## src/rtl/uart_rx_dbuf.sv

```systemverilog
module uart_rx_dbuf #(
  parameter int OSR = 16
) (
  input  logic       clk,
  input  logic       rst_n,
  input  logic       os_tick,
  input  logic       rxd,
  input  logic [1:0] mode,
  input  logic       wake_en,
  input  logic       rd_strobe,
  input  logic       ovr_clr,
  output logic [7:0] rx_data,
  output logic       rx_bit9,
  output logic       rx_full,
  output logic       rx_overrun,
  output logic       rx_ferr,
  output logic       rx_irq
);
  localparam int CW   = $clog2(OSR);
  localparam int HALF = OSR / 2;

  typedef enum logic [1:0] {S_IDLE, S_START, S_DATA, S_STOP} st_t;
  st_t        st;
  logic [CW-1:0] cnt;
  logic [3:0] bitn;
  logic [8:0] sh;
  logic       prev;

  logic [3:0] nbits;
  logic [7:0] word;
  logic       ninth, done, drop, accept, ovr_ev;

  assign nbits = (mode == 2'd0) ? 4'd7 : (mode == 2'd1) ? 4'd8 : 4'd9;
  assign word  = (mode == 2'd0) ? {1'b0, sh[8:2]} : (mode == 2'd1) ? sh[8:1] : sh[7:0];
  assign ninth = mode[1] & sh[8];
  assign done  = os_tick && st == S_STOP && cnt == CW'(OSR - 1);
  assign drop  = mode == 2'd3 && wake_en && !sh[8];
  assign accept = done && !drop && (!rx_full || rd_strobe);
  assign ovr_ev = done && !drop && rx_full && !rd_strobe;

  always_ff @(posedge clk) begin
    if (!rst_n) begin
      st   <= S_IDLE;
      cnt  <= '0;
      bitn <= '0;
      sh   <= '0;
      prev <= 1'b1;
    end else if (os_tick) begin
      prev <= rxd;
      case (st)
        S_IDLE: if (prev && !rxd) begin
          st  <= S_START;
          cnt <= CW'(1);
        end
        S_START: if (cnt == CW'(HALF - 1)) begin
          st   <= rxd ? S_IDLE : S_DATA;
          cnt  <= '0;
          bitn <= '0;
        end else cnt <= cnt + 1'b1;
        S_DATA: if (cnt == CW'(OSR - 1)) begin
          cnt  <= '0;
          sh   <= {rxd, sh[8:1]};
          bitn <= bitn + 1'b1;
          if (bitn == nbits - 4'd1) st <= S_STOP;
        end else cnt <= cnt + 1'b1;
        S_STOP: if (cnt == CW'(OSR - 1)) begin
          cnt <= '0;
          st  <= S_IDLE;
        end else cnt <= cnt + 1'b1;
        default: st <= S_IDLE;
      endcase
    end
  end

  always_ff @(posedge clk) begin
    if (!rst_n) begin
      rx_data    <= '0;
      rx_bit9    <= 1'b0;
      rx_full    <= 1'b0;
      rx_overrun <= 1'b0;
      rx_ferr    <= 1'b0;
      rx_irq     <= 1'b0;
    end else begin
      rx_irq <= accept;
      if (accept) begin
        rx_data <= word;
        rx_bit9 <= ninth;
        rx_ferr <= !rxd;
        rx_full <= 1'b1;
      end else if (rd_strobe) begin
        rx_full <= 1'b0;
      end
      if (ovr_ev) rx_overrun <= 1'b1;
      else if (ovr_clr) rx_overrun <= 1'b0;
    end
  end


  irq_pulse_chk: assert property (@(posedge clk) disable iff (!rst_n)
    rx_irq |-> rx_full && $past(!rx_irq));

  read_clears_chk: assert property (@(posedge clk) disable iff (!rst_n)
    rd_strobe && !os_tick |=> !rx_full);

  overrun_keeps_chk: assert property (@(posedge clk) disable iff (!rst_n)
    $rose(rx_overrun) |-> $stable(rx_data) && $stable(rx_bit9) && !rx_irq && $past(rx_full));

  overrun_clear_chk: assert property (@(posedge clk) disable iff (!rst_n)
    $fell(rx_overrun) |-> $past(ovr_clr));

  wake_bit9_chk: assert property (@(posedge clk) disable iff (!rst_n)
    rx_irq && mode == 2'd3 && wake_en |-> rx_bit9);

  narrow_msb_chk: assert property (@(posedge clk) disable iff (!rst_n)
    rx_irq && mode == 2'd0 |-> !rx_data[7]);
endmodule

```

## config.mk

```make
export PLATFORM = sky130hd
export DESIGN_NAME = uart_rx_dbuf
export DESIGN_NICKNAME = d
export VERILOG_FILES = /design/src/rtl/uart_rx_dbuf.sv
export SDC_FILE = /design/constraint.sdc
export NUM_CORES = 1
export LEC_CHECK = 0
export ABC_AREA = 0
export ABC_CLOCK_PERIOD_IN_PS = 3300
export BUFFER_PORTS_ARGS = -buffer_cell sky130_fd_sc_hd__buf_4
export CORE_MARGIN = 4
export CORE_UTILIZATION = 35
export CTS_CLUSTER_SIZE = 12
export DETAILED_ROUTE_END_ITERATION = 6
export HOLD_SLACK_MARGIN = 0.1
export SYNTH_ARGS = -nofsm -noshare
export SYNTH_HDL_FRONTEND = slang
export SYNTH_SLANG_ARGS = --single-unit
```

## constraint.sdc

```tcl
create_clock -name clk -period 3.3 [get_ports clk]
set_input_delay 0.165 -clock clk [delete_from_list [all_inputs] [get_ports clk]]
set_output_delay 0.165 -clock clk [all_outputs]
set_load 0.02 [all_outputs]
```

==> summary.txt <==
Run status
  • Status: finished clean

Drt
  • WL/cell: 13.2 µm
  • Final ANT Viol Nets: 0
  • Via Count: 1369
  • First-pass DRT Iterations: 4
  • Initial drt markers: 74
  • Drt drc: 0
  • Vias per std cell: between 5 and 6
  • Total Wirelength: around 3.4 mm

Clocking
  • Post-CTS Resized: 0
  • CTS tree: done
  • Clk slew on worst S/H paths: ~70 ps
  • Cts-stage hold buffer count: 0
  • Post CTS Setup Buffer Count: 0
  • CTS max path bufs: 2
  • Clock sink count: 33
  • Worst-Skew Late Latency: 290 ps
  • Total CTS buffers: 5
  • H-Tree Depth: 2
  • Root buffer cell: clkbuf_8

Global routing
  • Vias in the first global route: 1283
  • GRT Total Usage: 12.5%
  • First-pass GRT wire length: about 6 mm
  • Initial antenna violation count: 0
  • Largest net degree at the start of global routing: 28
  • Grt ovf: 0

STA
  • Slew headroom: 68.9%
  • Skew final: between 8 and 9 ps
  • Clock period minus worst slack: around 1900 ps
  • RSZ-0062 raised after global routing: no
  • Fmax: 521 MHz
  • Number of hold violations in the final report: 0
  • Minimum hold slack: about 150 ps
  • Final setup viols: 0
  • Setup TNS: 0 ps
  • Max-slew violation count: 0
  • Worst Max-Slew Pin Slew: between 400 and 500 ps
  • Fin crit share: 58.2%

Yosys
  • Synthesized area per cell: just under 9 µm²
  • Yosys reg bits: 33
  • Synthesized cell area: 0.00162 mm²
  • Ys async rst share: 0%
  • Number of synthesized flops with an enable pin: 0
  • Yosys cell types: 45
  • Top_reg_cell synth: dfxtp_1
  • Net count after synthesis: 197
  • Mapped Cells: 186
  • Warnings, synthesis: 0
  • Sequential-to-total area share from yosys stat: 40.7%

Finish
  • Commonest non-fill, non-tap cell in the layout: dfxtp_1
  • Commonest non-fill, non-tap cells in the layout: dfxtp_1, nand2_1, buf_4, mux2i_1, nor2_1
  • Fin cells: 255
  • Nets: 213
  • # diodes: 0
  • Layout area overhead: 17.7%
  • Core Util, Final: 43.3%
  • Share of cells above drive strength 1: 17.2%
  • Multi-input logic area: 886 µm²
  • Filler Cell Count: 451
  • Storage cell area: 661 µm²

Critical path
  • Worst setup EP type: register
  • Max stage delay on crit path: around 440 ps
  • Critical Path Source Type: register
  • Max FO, Critical Path: 11
  • WP buf/inv: 0
  • RR Startpoint: cnt[0]
  • Crit Path Class: register to register
  • Crit path max-delay family: simple AND/OR/NAND/NOR gates
  • WP data required: between 3000 and 4000 ps
  • Critical path origin: cnt[0]
  • Crit-path cells: ha_1 > and3_1 > and4b_1 > and2_1 > mux2i_1
  • Crit-path slowest cell: and2_1
  • Arrival time at the worst endpoint: 2140 ps

Power
  • Total power: approximately 0.00087 W
  • Peak VDD IR: 0.000288 V
  • Leakage power figure: around 0.72 nW
  • Pwr dens: 455 mW/mm²

Die
  • Die Y: approximately 76 µm
  • Core Area: 0.00441 mm²
  • Top-level port count: 22
  • Initial core utilization: 36.8%
  • Full die area: 0.00579 mm²
  • Die Span X: 76.1 µm
  • Num rows: 24

Placement
  • Port buffer count: 21
  • Dpl hpwl: 2.36 mm
  • Inst Count DP: 247
  • Gp weighted congestion: slightly above 0.8

Hold path
  • Min-Delay Path Class: input port to register
  • Hold Startpoint: rxd

Run
  • Max-Cap Viols: 0
worst reg2reg max path, stage by stage, from the launching register on:
cell	delay [ps]
dfxtp_1	350
ha_1	240
and3_1	190
and4b_1	420
and2_1	440
mux2i_1	220
cell type report:
class | count | area share [%]
multi-input combinational | 136 | 46.3
sequential | 33 | 34.6
timing repair buffer | 22 | 8.64
clock buffer | 6 | 4.32
tap | 52 | 3.40
clock inverter | 2 | 1.96
inverter | 4 | 0.785
flip-flops by register name, indices dropped and copies added (netlist names), named ones only:
register	cells
rx_data	8
prev	1
rx_irq	1
sh	9
bitn	4
rx_ferr	1
rx_overrun	1
st	1
rx_bit9	1
rx_full	1
cnt	4
final timing paths:
path | end | slack [ps] | depth (start not counted)
max | rx_bit9 | 1380 | 5
min | prev | 150 | 3
max reg2reg | rx_bit9 | 1380 | 5
min reg2reg | rx_data[5] | 450 | 2
power breakdown:
group / leakage [nW] / switching, W / internal (W) / total, W
Combinational: 0.394 / 0.0000340 / 0.0000230 / 0.0000570
Clock: 0.0574 / 0.000155 / 0.000246 / 0.000401
Sequential: 0.266 / 0.00000872 / 0.000403 / 0.000412
Total: 0.718 / 0.000198 / 0.000672 / 0.000870
metrics by stage:
stage                     area, µm²  setup slack [ps]
after floorplan                1620              1780
after global placement         1790              1440
after detailed placement       1790              1410
after CTS                      1910              1400
after global routing           1910              1200
final                          1910              1380
cell usage after synthesis (all sizes together), types with 2 or more instances:
| cell type | instances | share of area, % |
|---|---|---|
| nand4b | 2 | 1.1 |
| nand3b | 2 | 0.92 |
| o211a | 2 | 1.2 |
| nor2b | 4 | 1.5 |
| and2 | 2 | 0.77 |
| a21oi | 4 | 1.2 |
| a211oi | 2 | 1.5 |
| ha | 2 | 1.5 |
| nand4 | 8 | 3.1 |
| clkbuf | 6 | 1.4 |
| nand2 | 23 | 5.3 |
| o21ai | 18 | 5.5 |
| nor3 | 2 | 0.92 |
| nand3 | 6 | 1.8 |
| or4 | 2 | 0.92 |
| xnor2 | 2 | 1.1 |
| mux2i | 19 | 12 |
| and3 | 2 | 0.77 |
| buf | 7 | 2.5 |
| dfxtp | 33 | 41 |
| inv | 3 | 0.69 |
| nor2 | 15 | 3.5 |
layer usage:
| layer | share of wire (%) | up-vias | GRT usage (%) |
|---|---|---|---|
| met5 | 0 | - | 0 |
| met4 | 1.5 | 0 | 4.90 |
| met3 | 3.5 | 7 | 3.78 |
| met2 | 44 | 23 | 19.2 |
| met1 | 51 | 641 | 16.4 |
| li1 | - | 698 | - |
kinds of logic after synthesis:
group | Yosys count | synth area share [%]
buf+inv | 17 | 4.78
fa+ha+maj | 2 | 1.54
compound gates | 36 | 14.6
xor+xnor | 3 | 1.62
mux | 19 | 11.7
flops | 33 | 40.7
simple gates | 76 | 25.1
No activity file was read; power rests on OpenSTA's default activity.
